--- config.mk ---
export PLATFORM = sky130hd
export DESIGN_NAME = prio_irq_ctrl
export DESIGN_NICKNAME = d
export VERILOG_FILES = /design/src/rtl/pic_pkg.sv /design/src/rtl/pic_cfg_regs.sv /design/src/rtl/pic_req_svc.sv /design/src/rtl/pic_resolver.sv /design/src/rtl/prio_irq_ctrl.sv
export SDC_FILE = /design/constraint.sdc
export NUM_CORES = 1
export LEC_CHECK = 0
export BUFFER_PORTS_ARGS = -buffer_cell sky130_fd_sc_hd__buf_4
export CAP_MARGIN = 20
export CORE_MARGIN = 1
export CORE_UTILIZATION = 55
export DETAILED_ROUTE_END_ITERATION = 12
export PLACE_DENSITY = 0.79
export SYNTH_ARGS = -nofsm -noshare
export SYNTH_HDL_FRONTEND = slang
export SYNTH_SLANG_ARGS = --single-unit
--- constraint.sdc ---
create_clock -name clk -period 2.7 [get_ports clk]
set_input_delay 0.27 -clock clk [delete_from_list [all_inputs] [get_ports clk]]
set_output_delay 0.27 -clock clk [all_outputs]
set_load 0.05 [all_outputs]
--- src/rtl/pic_pkg.sv ---
package pic_pkg;
    localparam int PIC_LEVELS = 8;
    localparam int PIC_DW     = 8;

    typedef enum logic [1:0] {
        ST_READY,
        ST_BASE,
        ST_CAS,
        ST_MODE
    } init_st_e;

    typedef enum logic {
        SEL_REQ,
        SEL_SVC
    } rdsel_e;

    localparam logic [7:0] CMD_SEL_REQ = 8'h0A;
    localparam logic [7:0] CMD_SEL_SVC = 8'h0B;
    localparam logic [4:0] CMD_EOI_HI  = 5'b01100;

    typedef struct packed {
        logic       start;
        logic       sel_req;
        logic       sel_svc;
        logic       eoi;
        logic [2:0] lvl;
    } cmd_dec_t;

    function automatic cmd_dec_t decode_cmd(input logic wr, input logic [7:0] d);
        cmd_dec_t c;
        c.start   = wr && d[4];
        c.sel_req = wr && (d == CMD_SEL_REQ);
        c.sel_svc = wr && (d == CMD_SEL_SVC);
        c.eoi     = wr && (d[7:3] == CMD_EOI_HI);
        c.lvl     = d[2:0];
        return c;
    endfunction
endpackage

--- src/rtl/pic_cfg_regs.sv ---
module pic_cfg_regs
    import pic_pkg::*;
#(
    parameter int DW = PIC_DW,
    parameter int LW = 3
) (
    input  logic          clk,
    input  logic          rst,
    input  logic          cmd_wr,
    input  logic          dat_wr,
    input  logic [DW-1:0] wdata,
    output logic [DW-1:0] imr,
    output logic [DW-LW-1:0] base,
    output logic [DW-1:0] cascade,
    output logic          aeoi,
    output rdsel_e        rdsel,
    output logic          init_clr,
    output logic          eoi_vld,
    output logic [LW-1:0] eoi_lvl
);
    cmd_dec_t cmd;
    init_st_e st_q;
    logic     need_mode_q;

    assign cmd      = decode_cmd(cmd_wr, wdata);
    assign init_clr = cmd.start;
    assign eoi_vld  = cmd.eoi && !cmd.start;
    assign eoi_lvl  = cmd.lvl[LW-1:0];

    always_ff @(posedge clk) begin
        if (rst) begin
            st_q        <= ST_READY;
            need_mode_q <= 1'b0;
            imr         <= '0;
            base        <= '0;
            cascade     <= '0;
            aeoi        <= 1'b0;
            rdsel       <= SEL_REQ;
        end else if (cmd.start) begin
            st_q        <= ST_BASE;
            need_mode_q <= wdata[0];
            imr         <= '0;
            aeoi        <= 1'b0;
            rdsel       <= SEL_REQ;
        end else begin
            if (cmd.sel_req) rdsel <= SEL_REQ;
            if (cmd.sel_svc) rdsel <= SEL_SVC;
            if (dat_wr) begin
                unique case (st_q)
                    ST_BASE: begin
                        base <= wdata[DW-1:LW];
                        st_q <= ST_CAS;
                    end
                    ST_CAS: begin
                        cascade <= wdata;
                        st_q    <= need_mode_q ? ST_MODE : ST_READY;
                    end
                    ST_MODE: begin
                        aeoi <= wdata[1];
                        st_q <= ST_READY;
                    end
                    default: imr <= wdata;
                endcase
            end
        end
    end

    a_r10_init_clears_mask: assert property (@(posedge clk) disable iff (rst)
        cmd.start |=> (imr == '0) && (rdsel == SEL_REQ));
    a_r1_base_then_cascade: assert property (@(posedge clk) disable iff (rst)
        (dat_wr && !cmd.start && st_q == ST_BASE) |=> (st_q == ST_CAS));
endmodule

--- src/rtl/pic_req_svc.sv ---
module pic_req_svc
#(
    parameter int NLEV = 8,
    parameter int LW   = $clog2(NLEV)
) (
    input  logic            clk,
    input  logic            rst,
    input  logic [NLEV-1:0] irq_in,
    input  logic            grant,
    input  logic [LW-1:0]   win_lvl,
    input  logic            aeoi,
    input  logic            init_clr,
    input  logic            eoi_vld,
    input  logic [LW-1:0]   eoi_lvl,
    output logic [NLEV-1:0] irr,
    output logic [NLEV-1:0] isr
);
    logic [NLEV-1:0] prev_q, rise, win_1h, eoi_1h;

    assign rise   = irq_in & ~prev_q;
    assign win_1h = grant ? (NLEV'(1) << win_lvl) : '0;
    assign eoi_1h = eoi_vld ? (NLEV'(1) << eoi_lvl) : '0;

    always_ff @(posedge clk) begin
        if (rst) begin
            prev_q <= '0;
            irr    <= '0;
            isr    <= '0;
        end else begin
            prev_q <= irq_in;
            irr    <= (irr & ~win_1h) | rise;
            if (init_clr)
                isr <= '0;
            else
                isr <= (isr & ~eoi_1h) | (aeoi ? '0 : win_1h);
        end
    end

    a_r5_eoi_clears_level: assert property (@(posedge clk) disable iff (rst)
        (eoi_vld && !grant && !init_clr) |=> !isr[$past(eoi_lvl)]);
    a_r6_aeoi_sets_nothing: assert property (@(posedge clk) disable iff (rst)
        (grant && aeoi) |=> ((isr & ~$past(isr)) == '0));
    a_r8_one_new_svc_bit: assert property (@(posedge clk) disable iff (rst)
        1'b1 |=> $onehot0(isr & ~$past(isr)));
    a_r8_svc_needs_grant: assert property (@(posedge clk) disable iff (rst)
        !grant |=> ((isr & ~$past(isr)) == '0));
    a_r10_init_clears_svc: assert property (@(posedge clk) disable iff (rst)
        init_clr |=> (isr == '0));
endmodule

--- src/rtl/pic_resolver.sv ---
module pic_resolver
#(
    parameter int NLEV = 8,
    parameter int LW   = $clog2(NLEV)
) (
    input  logic [NLEV-1:0] irr,
    input  logic [NLEV-1:0] imr,
    input  logic [NLEV-1:0] isr,
    output logic            int_req,
    output logic [LW-1:0]   win_lvl
);
    logic [NLEV-1:0] cand;
    logic [LW-1:0]   svc_lvl;
    logic            cand_any, svc_any;

    assign cand = irr & ~imr;

    always_comb begin
        win_lvl  = '0;
        svc_lvl  = '0;
        cand_any = 1'b0;
        svc_any  = 1'b0;
        for (int i = NLEV - 1; i >= 0; i--) begin
            if (cand[i]) begin
                win_lvl  = LW'(i);
                cand_any = 1'b1;
            end
            if (isr[i]) begin
                svc_lvl = LW'(i);
                svc_any = 1'b1;
            end
        end
        int_req = cand_any && (!svc_any || (win_lvl < svc_lvl));
    end
endmodule

--- src/rtl/prio_irq_ctrl.sv ---
module prio_irq_ctrl
    import pic_pkg::*;
#(
    parameter int NLEV = PIC_LEVELS,
    parameter int DW   = PIC_DW,
    localparam int LW  = $clog2(NLEV)
) (
    input  logic          clk,
    input  logic          rst,
    input  logic          bus_wr,
    input  logic          bus_addr,
    input  logic [DW-1:0] bus_wdata,
    output logic [DW-1:0] bus_rdata,
    input  logic [NLEV-1:0] irq_in,
    output logic          int_out,
    input  logic          inta,
    output logic [DW-1:0] vec_out,
    output logic [DW-1:0] cascade_cfg
);
    logic [DW-1:0]    imr;
    logic [DW-LW-1:0] base;
    logic             aeoi, init_clr, eoi_vld, grant;
    logic [LW-1:0]    eoi_lvl, win_lvl;
    rdsel_e           rdsel;
    logic [NLEV-1:0]  irr, isr;

    pic_cfg_regs #(.DW(DW), .LW(LW)) u_cfg (
        .clk(clk), .rst(rst),
        .cmd_wr(bus_wr && !bus_addr), .dat_wr(bus_wr && bus_addr),
        .wdata(bus_wdata), .imr(imr), .base(base), .cascade(cascade_cfg),
        .aeoi(aeoi), .rdsel(rdsel), .init_clr(init_clr),
        .eoi_vld(eoi_vld), .eoi_lvl(eoi_lvl)
    );

    pic_resolver #(.NLEV(NLEV), .LW(LW)) u_res (
        .irr(irr), .imr(imr[NLEV-1:0]), .isr(isr),
        .int_req(int_out), .win_lvl(win_lvl)
    );

    assign grant = inta && int_out;

    pic_req_svc #(.NLEV(NLEV), .LW(LW)) u_rs (
        .clk(clk), .rst(rst), .irq_in(irq_in), .grant(grant),
        .win_lvl(win_lvl), .aeoi(aeoi), .init_clr(init_clr),
        .eoi_vld(eoi_vld), .eoi_lvl(eoi_lvl), .irr(irr), .isr(isr)
    );

    assign vec_out   = {base, grant ? win_lvl : LW'(NLEV - 1)};
    assign bus_rdata = bus_addr ? imr :
                       (rdsel == SEL_SVC ? DW'(isr) : DW'(irr));

    a_r3_int_needs_unmasked: assert property (@(posedge clk) disable iff (rst)
        int_out |-> ((irr & ~imr[NLEV-1:0]) != '0));
    a_r7_spurious_state_kept: assert property (@(posedge clk) disable iff (rst)
        (inta && !int_out && !init_clr && !eoi_vld) |=> $stable(isr));
    a_r7_spurious_vector: assert property (@(posedge clk) disable iff (rst)
        (inta && !int_out) |-> (vec_out[LW-1:0] == LW'(NLEV - 1)));
endmodule

-- Yosys cells after proc, flatten, opt, wreduce, memory -nomap -nowiden
Index checks and enable logic that the tools add are counted.
W data, S select, Z words.
- flip-flop bits (word level): 50
- input bits: 21
- output and inout port bits: 25
- logic and storage cells: 101
- $lt $le $gt $ge: 1
- equality and inequality tests: 6
- shift-type cells: 2
- mux-type cells: 44
- bitwise logic cells: 12
- reduce and logical (&&, ||, !) cells: 25
- operator list (operator ; number):
    $mux W3 ; 17
    $mux W8 ; 5
    $and A8 B8 Y8 ; 4
    $not A8 Y8 ; 4
    $mux W1 ; 20
    $eq A8 B4 Y1 const B ; 2
    $or A8 B8 Y8 ; 2
    $shl A1 B3 Y8 const A ; 2
    $logic_and A1 B1 Y1 ; 9
    $reduce_and A2 Y1 ; 4
    $pmux W2 S3 ; 1
    $reduce_and A3 Y1 ; 2
    $eq A5 B4 Y1 const B ; 1
    $eq A2 B2 Y1 const B ; 2
    $reduce_bool A2 Y1 ; 2
    $reduce_bool A4 Y1 ; 1
    $logic_not A1 Y1 ; 3
    $lt A3 B3 Y1 ; 1
    $reduce_bool A3 Y1 ; 1
    $reduce_or A3 Y1 ; 1
    $eq A2 B1 Y1 const B ; 1
    $mux W2 ; 1
    $not A1 Y1 ; 2
    $reduce_or A2 Y1 ; 1
    $logic_or A1 B1 Y1 ; 1

-- Longest topological paths before layout
Gate-level depths: netlist of run 1.
- depth after elaboration: 18
- mapped depth: 8
- mapped depth without buffers: 8

-- Modules after synthesis
From an unflattened synthesis of run 1, not the netlist that was laid out.
- cells, all modules: 297
- area, all modules: 2595.0 um2
- by module, submodules not included (module ; instances ; cells an instance ; area each (um2) ; sequential area each (um2)):
    pic_cfg_regs ; 1 ; 128 ; 1191.1 ; 520.5
    pic_req_svc ; 1 ; 91 ; 905.9 ; 480.5
    pic_resolver ; 1 ; 45 ; 286.5 ; 0.0
    prio_irq_ctrl ; 1 ; 33 ; 211.5 ; 0.0

-- Least setup slack after synthesis of run 1
No wires, ideal clock.
- path type: reg-to-output
- start: register u_rs.isr[3]
- end: output port vec_out[0]
- data arrival time: 2.581 ns
- required time: 2.430 ns
- slack: -0.151 ns
- cell stages (with the launch flop): 8
- buffers on the path: 1
- cells stage by stage: dfxtp_1 > or4_4 > or2b_2 > ha_1 > o31a_1 > clkbuf_1 > a21oi_1 > nand4_1
- longest elaborated chain between the ends: 9
- elaborated cells on any way between the ends: 14
- those cells by class: 1 x order compare; 9 x mux; 4 x reduce/logical
- RTL lines (item ; RTL line ; RTL):
    start, declared ; pic_req_svc.sv:16 ; output logic [NLEV-1:0] isr
    start signal, assigned ; pic_req_svc.sv:35 ; isr <= (isr & ~eoi_1h) | (aeoi ? '0 : win_1h);
    $mux W3 or $mux W1 (tied branches) (4 in a row) ; pic_resolver.sv:28 ; if (isr[i]) begin
    $lt A3 B3 Y1 or $logic_not A1 Y1 (tied branches) ; pic_resolver.sv:33 ; int_req = cand_any && (!svc_any || (win_lvl < svc_lvl));
    $logic_or A1 B1 Y1 (*) ; pic_resolver.sv:33 ;
    $logic_and A1 B1 Y1 (*) ; pic_resolver.sv:33 ;
    $logic_and A1 B1 Y1 (*) ; prio_irq_ctrl.sv:40 ; assign grant = inta && int_out;
    $mux W3 (*) ; prio_irq_ctrl.sv:48 ; assign vec_out = {base, grant ? win_lvl : LW'(NLEV - 1)};
    end, declared ; prio_irq_ctrl.sv:17 ; output logic [DW-1:0] vec_out,
Mark *: on every way between the ends. The rest lies on a longest branch, timed or not.

-- Worst setup path after layout of run 1
- start: register u_rs.isr[1]
- end: output port int_out
- longest elaborated chain between the ends: 5
- elaborated cells on any way between the ends: 8
- those cells by class: 1 x order compare; 4 x mux; 3 x reduce/logical
- RTL lines (item ; RTL line ; RTL):
    $mux W3 or $mux W1 (tied branches) (2 in a row) ; pic_resolver.sv:28 ;
    $lt A3 B3 Y1 or $logic_not A1 Y1 (tied branches) ; pic_resolver.sv:33 ;
    $logic_or A1 B1 Y1 (*) ; pic_resolver.sv:33 ;
    $logic_and A1 B1 Y1 (*) ; pic_resolver.sv:33 ;
    end, declared ; prio_irq_ctrl.sv:15 ; output logic int_out,
Marked as above.

==> qor.yml, run 1 <==
outcome: "complete, but fails checks"
violations: "negative setup slack"
layout_commonest_cell: "buf_4"
slew_viol_final: 0
cp_slowest_cell: "or4_4"
p_comb_share_pct: 38.8
netlist_area_um2: 2527
period_minus_slack_ps: 2745
required_ps: 2430
io_pins: 46
fmax_mhz: 364.3
cp_slowest_stage_delay_ps: 540
p_seq_share_pct: 40.1
avgSynthCellArea_um2: 8.024
vdd_drop_max_mv: 0.3496
die-area_um2: 4871
rows: 24
hold_viol: 0
synth_seq_cells: 50
die_w_um: 69.79
antenna_cells: 0
fin_crit_sh_pct: 101.7
setup_tns_ps: -81.06
min-delay-start: "irq_in[7]"
setup_viol: 3
grt_max_degree: 26
cts_htree_levels: 2
arrival_ps: 2480
cp-start-kind: "register"
nNetsFinal: 393
first_iter_violations: 212
internal_power_w: 0.001266
antenna_found_initial: 0
synth-edff-count: 0
tightest_slew_ps: 576.7
cts_buffers: 5
dp_hpwl_mm: 5.100
tritoncts: "yes"
clock_latency_ps: 300
initial_core_util_pct: 57.65
startpoint: "u_rs.isr[1]$_SDFF_PP0_"
core_area_um2: 4384
remaining_drc_errors: 0
power_density_nw_per_um2: 644.3
place.port_buffers: 45
synth_cell_type_count: 47
setup.worst_path.class: "register to output port"
cap_violations: 0
grt_use_total_pct: 28.44
dominantRegCellSynth: "dfxtp_1"
synthesis.instances: 315
ant_nets: 0
crit_chain: "or4_4 > or2b_4 > ha_4 > o21ai_2 > a211oi_2 > o22ai_2 > and3_4 > buf_6"
num_vias: 2496
die_h_um: 69.79
finalWirelength_mm: 6.738
end_kind: "output port"
clk_pin_slew_worst_paths_ps: 90
synth_fp_nets: 341
rsz0062_at_grt: "yes"
final_cell_mix: "55 x buf_4, 49 x dfxtp_1, 45 x nand2_1"
reg2reg_from: "u_rs.isr[7]$_SDFF_PP0_"
hold_path_class: "primary input to register"
dr.pass1.iters: 4
detail_route.wl_per_cell_um: 16.08
cts-root-buf: "clkbuf_8"
min_path_cells: 2
drive_gt1_share_pct: 21.53
slew_headroom_pct: 61.55
total_power_w: 0.002014
clockBufferDepth: 2
setup_ws_ps: -45.30
p_switching_w: 0.0007481
async_flop_share_pct: 0
viasPerCell: 5.957
syn_to_final_growth_pct: 23.71
worst-r2r-cell-count: 8
path_max_fanout: 4
p_clk_share_pct: 21.0
place_congestion: 0.9094
final_core_util_pct: 71.32
p_leak_nw: 1.182
yosysWarnings: 0
grt_pass1_wl_mm: 10.83
cts_sinks: 50
fin_skew_ps: 3.538
cts_hold_buf: 0
grt_pass1_vias: 2227
yosysSeqAreaShare_pct: 39.60
whs_ps: 186.1
gr-total-overflow: 0
p_sw_share_pct: 37.14
metrics by stage:
step                std cells  setup WS (ps)  cell area (µm²)
floorplan                 315          1.991             2555
global placement          408          120.2             2967
detailed placement        408          54.84             2967
CTS                       417         -24.64             3095
global route              419         -119.3             3127
finish                    419         -45.30             3127
final cells by class:
| cell class | count | area, µm² |
|---|---|---|
| Clock buffer | 6 | 72.57 |
| Clock inverter | 1 | 7.507 |
| Sequential cell | 50 | 1002 |
| Fill cell | 384 | 1257 |
| Timing Repair Buffer | 59 | 457.9 |
| Multi-Input combinational cell | 242 | 1488 |
| Inverter | 9 | 33.78 |
| Tap cell | 52 | 65.06 |
worst max-delay path: cells and delay by family, from the launching register on:
kind	cells	cell delay, ps
AO/OA/AOI/OAI	3	430
buffers and inverters	1	150
adder cells (fa/ha/maj)	1	280
AND/OR/NAND/NOR	3	990
flip-flops	1	330
cell usage after synthesis, drive strengths merged (4+ instances only):
cell type / n / area (µm²)
o31ai: 5 / 37.54
o21ai: 19 / 98.84
clkbuf: 11 / 42.54
nand2b: 11 / 68.82
mux2i: 9 / 90.09
nor3: 4 / 20.02
a41oi: 4 / 35.03
nor2: 6 / 22.52
nand2: 45 / 168.9
o211ai: 7 / 52.55
ha: 5 / 62.56
nand3: 25 / 125.1
a211oi: 4 / 30.03
nor2b: 22 / 137.6
a21oi: 39 / 195.2
inv: 9 / 33.78
dfxtp: 50 / 1001
state kept, by name, indices dropped and copies added (netlist names):
register and count:
u_cfg.rdsel 1, u_cfg.aeoi 1, u_rs.irr 8, u_cfg.imr 8, u_rs.isr 8, u_cfg.base 5
u_cfg.need_mode_q 1, u_cfg.cascade 8, u_cfg.st_q 2, u_rs.prev_q 8
power groups by stage:
stage          Sequential (W)  Combinational, W  Clock, W
2_1_floorplan        0.000823          0.000479         0
3_3_place_gp         0.000823          0.000682         0
3_5_place_dp         0.000824          0.000686         0
4_1_cts              0.000807          0.000734  0.000427
5_1_grt              0.000813          0.000831  0.000451
6_report             0.000808          0.000782  0.000424
kinds of logic after synthesis:
group,after synthesis,synth area share [%]
simple gates,131,26.83
compound gates,97,23.96
flops,50,39.60
buf+inv,23,3.564
mux,9,3.564
fa+ha+maj,5,2.475
final timing paths:
check	to	slack (ps)
worst max-delay path	int_out	-50
worst min-delay path	u_rs.prev_q[7]$_SDFF_PP0_	190
worst min register to register	u_cfg.cascade[5]$_SDFFE_PP0P_	460
worst max register to register	u_rs.isr[1]$_SDFF_PP0_	170
per-layer routing:
layer	global-route usage, %	vias to the layer above	routed length [µm]
li1	-	1242	-
met1	40.02	1163	3246
met2	44.12	81	3052
met3	5.233	10	318
met4	8.889	0	120
met5	0	-	0
what timing repair did:
item	4_1_cts	5_1_grt
setup endpoints to repair	4	4
setup buffers	2	2
pin swaps	2	6
endpoints found under the hold margin	0	0
gates resized for setup	7	5
Power figures use the tool's default switching activity.
==> run 2, diff against run 1 <==
Settings changed: RECOVER_POWER set to 100.
==> run 2 against run 1 <==
Compared with the run above:
- critical endpoint unchanged
- sequential power about the same
- the flow still finishes with violations (negative setup slack)
- die area unchanged
- sequential share of layout area up 0.95 points
==> qor.yml, run 2 (synthesized netlist as in run 1, its figures left out) <==
outcome: "complete, but fails checks"
violations: "negative setup slack"
whs_ps: 185.9
cts_sinks: 50
grt_max_degree: 26
clock_latency_ps: 300
clockBufferDepth: 2
setup_ws_ps: -43.40
grt_use_total_pct: 28.44
finalWirelength_mm: 6.687
die-area_um2: 4871
r2r_slack_ps: 190
io_pins: 46
setup.worst_path.class: "register to output port"
stdcell_count: 419
p_leak_nw: 1.082
fin_skew_ps: 4.077
vdd_drop_max_mv: 0.3496
fin_crit_sh_pct: 101.6
nNetsFinal: 393
slew_viol_final: 0
r2r-end: "u_rs.isr[1]$_SDFF_PP0_"
critPathCapture: "int_out"
place.port_buffers: 45
detail_route.wl_per_cell_um: 15.96
cp-start-kind: "register"
clk_pin_slew_worst_paths_ps: 90
die_h_um: 69.79
initial_core_util_pct: 57.65
startpoint: "u_rs.isr[1]$_SDFF_PP0_"
dr.pass1.iters: 4
final_cell_mix: "49 x dfxtp_1, 45 x nand2_1, 38 x a21oi_1"
slew_headroom_pct: 27.06
layout_commonest_cell: "dfxtp_1"
hold_path_class: "primary input to register"
grt_pass1_wl_mm: 10.83
drive_gt1_share_pct: 14.99
gr-total-overflow: 0
fillers: 418
arrival_ps: 2470
cts_htree_levels: 2
rows: 24
min_path_cells: 2
seqCellArea_um2: 1002
num_vias: 2455
multi_input_area_um2: 1488
power_density_nw_per_um2: 658.7
hold_viol: 0
cts_buffers: 5
antenna_found_initial: 0
tritoncts: "yes"
reg2reg_from: "u_rs.isr[7]$_SDFF_PP0_"
core_area_um2: 4384
path_max_fanout: 4
ant_nets: 0
worst-r2r-cell-count: 8
cts-root-buf: "clkbuf_8"
antenna_cells: 0
cap_violations: 0
dp.cells: 408
end_kind: "output port"
period_minus_slack_ps: 2743
remaining_drc_errors: 0
dp_hpwl_mm: 5.100
setup_viol: 3
grt_pass1_vias: 2227
viasPerCell: 5.859
cts_hold_buf: 0
fmax_mhz: 364.5
required_ps: 2430
place_congestion: 0.9094
die_w_um: 69.79
setup_tns_ps: -82.29
final_core_util_pct: 69.26
first_iter_violations: 215
rsz0062_at_grt: "yes"
syn_to_final_growth_pct: 20.15
tightest_slew_ps: 1094
[run 2: cell count changes in the layout (fill, tap and decap cells not counted)]
cell,delta
and2_1,-1
clkbuf_1,+24
buf_4,-24
and2_0,+1
[run 2: layer usage]
metal | global-route usage, % | part of all wire (%) | vias to the layer above
met4 | 8.889 | 2.0 | 0
met2 | 44.12 | 45 | 74
met3 | 5.233 | 5.1 | 12
li1 | - | - | 1243
met1 | 40.02 | 48 | 1126
met5 | 0 | 0 | -
[run 2: metrics by stage]
stage / instance area (µm²) / power [W] / setup WS [ps]
2_1_floorplan: 2555 / 0.001302 / 1.991
3_3_place_gp: 2967 / 0.001505 / 120.2
3_5_place_dp: 2967 / 0.001510 / 54.84
4_1_cts: 3095 / 0.001968 / -24.64
5_1_grt: 3037 / 0.002082 / -119.3
6_report: 3037 / 0.002000 / -43.40
[run 2: layout make-up]
type                            count  area share [%]
Clock inverter                      1          0.2472
Multi-Input combinational cell    242           48.99
Timing Repair Buffer               59           12.11
Tap cell                           52           2.143
Inverter                            9           1.112
Clock buffer                        6           2.390
Sequential cell                    50           33.00
[run 2: where the power goes]
group	leakage [nW]	switching, W	internal [W]
registers	0.409	0.0000313	0.000777
clock network	0.0373	0.000248	0.000178
logic	0.636	0.000467	0.000299
[run 2: critical path, stage by stage (launching register included)]
cell	delay, ps
dfxtp_2	330
or4_4	540
or2b_4	280
ha_4	280
o21ai_2	60
a211oi_2	230
o22ai_2	140
and3_4	170
buf_6	150
[run 2: worst min-delay path by stage]
stage | from | to | slack, ps
floorplan | rst | u_rs.prev_q[0]$_SDFF_PP0_ | 350
global placement | u_cfg.aeoi$_SDFFE_PP0P_ | u_cfg.aeoi$_SDFFE_PP0P_ | 440
detailed placement | u_cfg.cascade[5]$_SDFFE_PP0P_ | u_cfg.cascade[5]$_SDFFE_PP0P_ | 450
CTS | irq_in[5] | u_rs.prev_q[5]$_SDFF_PP0_ | 180
global route | irq_in[5] | u_rs.prev_q[5]$_SDFF_PP0_ | 180
finish | irq_in[7] | u_rs.prev_q[7]$_SDFF_PP0_ | 190
[run 2: repair_timing]
action | in CTS | in global routing
gates cloned | 0 | 0
setup buffers | 2 | 2
gates resized for setup | 7 | 5
pin swaps | 2 | 6
endpoints found under the setup margin | 4 | 4
